### config.mk
export PLATFORM = sky130hd
export DESIGN_NAME = lsclk_selector
export DESIGN_NICKNAME = d
export VERILOG_FILES = /design/src/rtl/lsclk_pkg.sv /design/src/rtl/lsclk_regs.sv /design/src/rtl/lsclk_div.sv /design/src/rtl/lsclk_srcsel.sv /design/src/rtl/lsclk_selector.sv
export SDC_FILE = /design/constraint.sdc
export NUM_CORES = 1
export LEC_CHECK = 0
export BUFFER_PORTS_ARGS = -buffer_cell sky130_fd_sc_hd__buf_2
export CORE_MARGIN = 2
export CORE_UTILIZATION = 47
export CTS_CLUSTER_DIAMETER = 150
export CTS_CLUSTER_SIZE = 8
export DETAILED_ROUTE_END_ITERATION = 8
export HOLD_SLACK_MARGIN = 0.1
export PLACE_DENSITY = 0.95
export SYNTH_ARGS = -nofsm -noshare
export SYNTH_HDL_FRONTEND = slang
export SYNTH_SLANG_ARGS = --single-unit
### constraint.sdc
create_clock -name clk -period 4.8 [get_ports clk]
set_input_delay 0.24 -clock clk [delete_from_list [all_inputs] [get_ports clk]]
set_output_delay 0.24 -clock clk [all_outputs]
set_load 0.01 [all_outputs]
### src/rtl/lsclk_pkg.sv
package lsclk_pkg;
   localparam int unsigned  REG_W       = 32;
   localparam logic [15:0]  CTRL_KEY    = 16'h16AA;
   localparam logic [7:0]   OFS_CTRL    = 8'h00;
   localparam logic [7:0]   OFS_PRESC   = 8'h08;
   localparam logic [7:0]   OFS_GATE    = 8'h60;
   localparam int unsigned  B_SRC       = 0;
   localparam int unsigned  B_FB_STAT   = 2;
   localparam int unsigned  B_XEN       = 4;
   localparam int unsigned  B_BYP       = 15;

   typedef struct packed {
      logic byp;
      logic xen;
      logic sel;
   } ctrl_t;
endpackage

### src/rtl/lsclk_regs.sv
module lsclk_regs
   import lsclk_pkg::*;
#(
   parameter int unsigned ADDR_W  = 8,
   parameter int unsigned PRESC_W = 5
) (
   input  logic                clk,
   input  logic                rst_n,
   input  logic                bus_wr,
   input  logic [ADDR_W-1:0]   bus_addr,
   input  logic [REG_W-1:0]    bus_wdata,
   input  logic                fb_stat,
   output logic [REG_W-1:0]    bus_rdata,
   output ctrl_t               ctrl,
   output logic [PRESC_W-1:0]  presc_n,
   output logic                presc_load,
   output logic                gate_en
);
   localparam logic [ADDR_W-1:0] A_CTRL  = ADDR_W'(OFS_CTRL);
   localparam logic [ADDR_W-1:0] A_PRESC = ADDR_W'(OFS_PRESC);
   localparam logic [ADDR_W-1:0] A_GATE  = ADDR_W'(OFS_GATE);

   generate
      if (ADDR_W < 7) begin : g_bad_addr
         $error("lsclk_regs: ADDR_W must reach offset 0x60");
      end
      if (PRESC_W < 1 || PRESC_W > 16) begin : g_bad_presc
         $error("lsclk_regs: PRESC_W out of range");
      end
   endgenerate

   logic   key_ok;
   logic   wr_ctrl, wr_gate;
   ctrl_t  ctrl_q;
   logic [PRESC_W-1:0] presc_q;
   logic   gate_q;
   logic   wdata_unused;

   assign key_ok     = (bus_wdata[REG_W-1:16] == CTRL_KEY);
   assign wr_ctrl    = bus_wr && (bus_addr == A_CTRL) && key_ok;
   assign presc_load = bus_wr && (bus_addr == A_PRESC);
   assign wr_gate    = bus_wr && (bus_addr == A_GATE);
   assign wdata_unused = ^{bus_wdata[14:5], bus_wdata[3:1]};

   always_ff @(posedge clk) begin
      if (!rst_n) begin
         ctrl_q  <= '0;
         presc_q <= '0;
         gate_q  <= 1'b0;
      end else begin
         if (wr_ctrl) begin
            ctrl_q.sel <= bus_wdata[B_SRC];
            ctrl_q.xen <= bus_wdata[B_XEN];
            ctrl_q.byp <= bus_wdata[B_BYP];
         end
         if (presc_load) presc_q <= bus_wdata[PRESC_W-1:0];
         if (wr_gate)    gate_q  <= bus_wdata[0];
      end
   end

   always_comb begin
      bus_rdata = '0;
      if (bus_addr == A_CTRL) begin
         bus_rdata[B_SRC]     = ctrl_q.sel;
         bus_rdata[B_FB_STAT] = fb_stat;
         bus_rdata[B_XEN]     = ctrl_q.xen;
         bus_rdata[B_BYP]     = ctrl_q.byp;
      end else if (bus_addr == A_PRESC) begin
         bus_rdata[PRESC_W-1:0] = presc_q;
      end else if (bus_addr == A_GATE) begin
         bus_rdata[0] = gate_q;
      end
   end

   assign ctrl    = ctrl_q;
   assign presc_n = presc_q;
   assign gate_en = gate_q;

   // a control write without the key must leave the control bits alone
   p_keyless_hold_r2: assert property (@(posedge clk) disable iff (!rst_n)
      (bus_wr && bus_addr == A_CTRL && bus_wdata[REG_W-1:16] != CTRL_KEY)
      |=> $stable(ctrl_q));
endmodule

### src/rtl/lsclk_div.sv
module lsclk_div #(
   parameter int unsigned PRE_DIV = 32,
   parameter int unsigned PRESC_W = 5
) (
   input  logic               clk,
   input  logic               rst_n,
   input  logic               int_tick,
   input  logic               reload,
   input  logic               hold,
   input  logic [PRESC_W-1:0] n_val,
   output logic               div_tick
);
   localparam int unsigned PRE_W = (PRE_DIV > 1) ? $clog2(PRE_DIV) : 1;

   generate
      if (PRE_DIV < 1) begin : g_bad_pre
         $error("lsclk_div: PRE_DIV must be at least 1");
      end
   endgenerate

   logic clear;
   logic pre_wrap;
   logic post_last;
   logic [PRESC_W-1:0] post_cnt;

   assign clear = reload | hold;

   generate
      if (PRE_DIV > 1) begin : g_pre
         logic [PRE_W-1:0] pre_cnt;
         assign pre_wrap = int_tick && (pre_cnt == PRE_W'(PRE_DIV - 1));
         always_ff @(posedge clk) begin
            if (!rst_n || clear)  pre_cnt <= '0;
            else if (pre_wrap)    pre_cnt <= '0;
            else if (int_tick)    pre_cnt <= pre_cnt + 1'b1;
         end
      end else begin : g_nopre
         assign pre_wrap = int_tick;
      end
   endgenerate

   assign post_last = (post_cnt == n_val);

   always_ff @(posedge clk) begin
      if (!rst_n || clear)  post_cnt <= '0;
      else if (pre_wrap)    post_cnt <= post_last ? '0 : post_cnt + 1'b1;
   end

   assign div_tick = pre_wrap && post_last && !clear;

   // the programmable stage never runs past its terminal value
   p_post_bound_r4: assert property (@(posedge clk) disable iff (!rst_n)
      !reload |=> (post_cnt <= n_val));
endmodule

### src/rtl/lsclk_srcsel.sv
module lsclk_srcsel
   import lsclk_pkg::*;
(
   input  logic  clk,
   input  logic  rst_n,
   input  ctrl_t ctrl,
   input  logic  ext_fail,
   input  logic  ext_tick,
   input  logic  div_tick,
   input  logic  gate_en,
   output logic  use_ext,
   output logic  fb_active,
   output logic  losc_tick,
   output logic  clkout_tick
);
   logic pick;

   assign fb_active = ctrl.sel && !ctrl.byp && ext_fail;
   assign use_ext   = ctrl.sel && !fb_active;
   assign pick      = use_ext ? ext_tick : div_tick;

   always_ff @(posedge clk) begin
      if (!rst_n) begin
         losc_tick   <= 1'b0;
         clkout_tick <= 1'b0;
      end else begin
         losc_tick   <= pick;
         clkout_tick <= pick && gate_en;
      end
   end

   // external path passes each crystal pulse one cycle later
   p_ext_follow_r5: assert property (@(posedge clk) disable iff (!rst_n)
      use_ext |=> (losc_tick == $past(ext_tick)));
   // an unbypassed failure never keeps the external source
   p_fail_forces_int_r8: assert property (@(posedge clk) disable iff (!rst_n)
      (ext_fail && !ctrl.byp) |-> !use_ext);
endmodule

### src/rtl/lsclk_selector.sv
module lsclk_selector
   import lsclk_pkg::*;
#(
   parameter int unsigned ADDR_W  = 8,
   parameter int unsigned PRESC_W = 5,
   parameter int unsigned PRE_DIV = 32
) (
   input  logic              clk,
   input  logic              rst_n,
   input  logic              bus_wr,
   input  logic [ADDR_W-1:0] bus_addr,
   input  logic [31:0]       bus_wdata,
   output logic [31:0]       bus_rdata,
   input  logic              int_osc_tick,
   input  logic              ext_osc_tick,
   input  logic              ext_fail,
   output logic              ext_osc_en,
   output logic              losc_tick,
   output logic              clkout_tick,
   output logic              fallback
);
   ctrl_t              ctrl;
   logic [PRESC_W-1:0] presc_n;
   logic               presc_load;
   logic               gate_en;
   logic               use_ext;
   logic               fb_active;
   logic               div_tick;

   lsclk_regs #(.ADDR_W(ADDR_W), .PRESC_W(PRESC_W)) i_regs (
      .clk        (clk),
      .rst_n      (rst_n),
      .bus_wr     (bus_wr),
      .bus_addr   (bus_addr),
      .bus_wdata  (bus_wdata),
      .fb_stat    (fb_active),
      .bus_rdata  (bus_rdata),
      .ctrl       (ctrl),
      .presc_n    (presc_n),
      .presc_load (presc_load),
      .gate_en    (gate_en)
   );

   lsclk_div #(.PRE_DIV(PRE_DIV), .PRESC_W(PRESC_W)) i_div (
      .clk      (clk),
      .rst_n    (rst_n),
      .int_tick (int_osc_tick),
      .reload   (presc_load),
      .hold     (use_ext),
      .n_val    (presc_n),
      .div_tick (div_tick)
   );

   lsclk_srcsel i_sel (
      .clk         (clk),
      .rst_n       (rst_n),
      .ctrl        (ctrl),
      .ext_fail    (ext_fail),
      .ext_tick    (ext_osc_tick),
      .div_tick    (div_tick),
      .gate_en     (gate_en),
      .use_ext     (use_ext),
      .fb_active   (fb_active),
      .losc_tick   (losc_tick),
      .clkout_tick (clkout_tick)
   );

   assign ext_osc_en = ctrl.xen;
   assign fallback   = fb_active;

   // the clock-out never pulses without the selected clock
   p_gate_subset_r9: assert property (@(posedge clk) disable iff (!rst_n)
      clkout_tick |-> losc_tick);
   // the internal divider is silent while the crystal is in use
   p_hold_quiet_r7: assert property (@(posedge clk) disable iff (!rst_n)
      use_ext |-> !div_tick);
endmodule

==> metrics <==
Total Routed Length 2831 µm; H-tree Lvls 1; setup TNS 0 ns; Detail Route Antenna Nets 0; Final GP Congestion 0.7744; DIE HEIGHT 58.17 µm; flop2flop setup slack around 2.9 ns; reg2reg path depth 6; cell area after synthesis 1379 µm²; Pre-antenna DRT Iters 4; share of cells above drive strength 1 0.2921; critical path endpoint category register; cell row count 19; Tmin final 1.949 ns; Post-CTS Setup Bufs 0; post-cts gate resize count 0; first-pass GRT wire length 4581 µm; P_leak about 0.73 nW; clk slew on worst S/H paths between 0.1 and 0.15 ns; sequential power share 0.574; I/O Pins 82; Die W about 58 µm; largest net degree at the start of global routing 13; fmax 513.2 MHz; vias in the first global route around 1,100; Worst EP arrival around 2.2 ns; Top FF cell, synth dfxtp_1; Post-synth EDFFs 0; Vias 1,196; Post-synth ARST share 0; outcome finished, final reports clean; I/O Buffers 45; pwr dens 200.8 nW/µm²; area grow syn2layout 11.07%; Synth Register Bits 21; root buf cell clkbuf_4; clock buffer depth 2; routed len/inst 12.15 µm; Initial Utilization 0.4957; Worst-Skew Late Latency 0.32 ns; final slew viol count 0; initial antenna violation count 0; ANT cells 0; Sw Pwr around 0.085 mW; Avg Cell Area, Syn 8.672 µm²; final hold violations 0; CTS Hold Bufs 0; RR Startpoint i_div.g_pre.pre_cnt[0]; Setup Skew around 0.0064 ns; VDD IR max 0.1092 mV; Comb power frac 0.132; sequential-to-total area share from yosys stat 0.3049; HP Class input port to register; Final Setup Violations 0; switching portion of total power 0.2761; MaxCap Viol Count 0; beginning of the worst hold path bus_wdata[3]; die area 3383 µm²; CP required 5.03 ns; Cells after Synth 159; GRT overflow 0; Util after Layout 0.5506; Post-route DRC 0; Hold Path End i_regs.presc_n[3]; RSZ-0062 raised after global routing false; placed cell areas between 1500 and 2000 µm²; worst hold path depth 3; library cells used by synthesis 43; First DRT Iteration DRCs 37; CTS tree yes; Tcrit/Tclk final 0.4060; Via density 5.133; Hold WS 0.1569 ns; r2r endpoint i_sel.losc_tick; Syn. warnings 0; Final HPWL DP approximately 2300 µm; critical path class register to register; core area about 2800 µm²; Num CTS Buffers 3; final instance area 1531 µm²; Total Routing Usage GR 0.1736; Setup crit start kind register; fin nets 252; cell-internal power 0.2226 mW; crit path max fanout 7; clk sink count 21; fill count 272; power share of the clock group 0.294
-- routing by layer --
metal / share of wire / track usage / wire length, µm / up-vias
met3: 0.070 / 0.02679 / 199 / 3
met5: 0 / 0 / 0 / -
met1: 0.41 / 0.2025 / 1158 / 532
met2: 0.51 / 0.3198 / 1444 / 55
li1: - / - / - / 606
met4: 0.010 / 0.05980 / 29 / 0
-- cells in the mapped netlist, types with 4 or more instances --
master	n	area, µm²
nand2_1	7	26.28
nor2_1	8	30.03
buf_4	26	195.2
and3_1	6	37.54
dfxtp_1	21	420.4
a21oi_1	12	60.06
nor3_1	6	30.03
xor2_1	7	61.31
nand3_1	5	25.02
nand2b_1	4	25.02
nand4_1	6	37.54
-- layout by cell type, fill, tap and decap left out, drive strengths merged --
cell type and n:
a21oi 12, a222oi 1, a22o 3, a22oi 1, a31o 1, a31oi 1, a41oi 1, and2 5
and3 7, and3b 1, and4 2, and4bb 1, buf 45, clkbuf 3, clkinv 2, conb 26
dfxtp 21, ha 3, inv 3, mux2 1, mux2i 1, nand2 8, nand2b 4, nand3 5
nand3b 3, nand4 7, nor2 8, nor3 6, nor3b 1, nor4 3, nor4bb 2, o21ai 2
o31ai 3, xnor2 2, xor2 7
-- kinds of logic (layout without fill, tap and decap cells) --
group	count (synthesis)	count (layout)	share of synthesized area
buffers and inverters	35	53	0.1797
multiplexers	2	2	0.01543
XOR/XNOR	9	9	0.05717
AND/OR/NAND/NOR	63	63	0.2967
other	1	26	0.002720
adder cells (fa/ha/maj)	3	3	0.02723
AO/OA/AOI/OAI	25	25	0.1162
flip-flops	21	21	0.3049
-- stage by stage --
step	cells	power, mW	worst slack (ns)
floorplan	184	0.2169	2.990
global placement	229	0.2196	2.916
detailed placement	229	0.2205	2.874
CTS	233	0.3086	2.839
global route	233	0.3205	2.716
finish	233	0.3075	2.851
-- worst max-delay path, cell delays in order (launching register included) --
cell and delay [ns]:
dfxtp_1 0.35, ha_1 0.22, and3_1 0.19, ha_1 0.23, and2_0 0.30, and3_1 0.31, a31o_2 0.27
-- power groups by stage --
stage                     clock, mW  sequential, mW  combinational (mW)
final                        0.0903           0.177              0.0406
after global routing         0.0981           0.177              0.0455
after CTS                    0.0917           0.177              0.0403
after detailed placement          0           0.181              0.0400
after global placement            0           0.180              0.0392
after floorplan                   0           0.180              0.0366
-- how the worst max path moves through the flow --
| stage | startpoint | depth (start not counted) | endpoint |
|---|---|---|---|
| after floorplan | i_div.g_pre.pre_cnt[0] | 8 | i_sel.losc_tick |
| after global placement | i_div.g_pre.pre_cnt[0] | 6 | i_sel.losc_tick |
| after detailed placement | i_div.g_pre.pre_cnt[0] | 6 | i_sel.losc_tick |
| after CTS | i_div.g_pre.pre_cnt[0] | 6 | i_sel.losc_tick |
| after global routing | i_div.g_pre.pre_cnt[0] | 6 | i_sel.losc_tick |
| final | i_div.g_pre.pre_cnt[0] | 6 | i_sel.losc_tick |
-- sequential cells by signal, indices dropped and copies added, names as in the netlist --
| signal | flops |
|---|---|
| i_div.post_cnt | 5 |
| i_sel.clkout_tick | 1 |
| i_regs.presc_n | 5 |
| i_sel.losc_tick | 1 |
| i_regs.gate_en | 1 |
| i_div.g_pre.pre_cnt | 5 |
| i_regs.ctrl | 3 |
-- layout make-up --
type                            instances  area, µm²  area share
Multi-Input combinational cell        128      804.5      0.5253
Sequential cell                        21      420.4      0.2745
Timing Repair Buffer                   45      225.2      0.1471
Tap cell                               31      38.79     0.02533
Clock buffer                            3      22.52     0.01471
Inverter                                4      15.01    0.009804
Clock inverter                          1      5.005    0.003268
No activity file was read; power rests on OpenSTA's default activity.
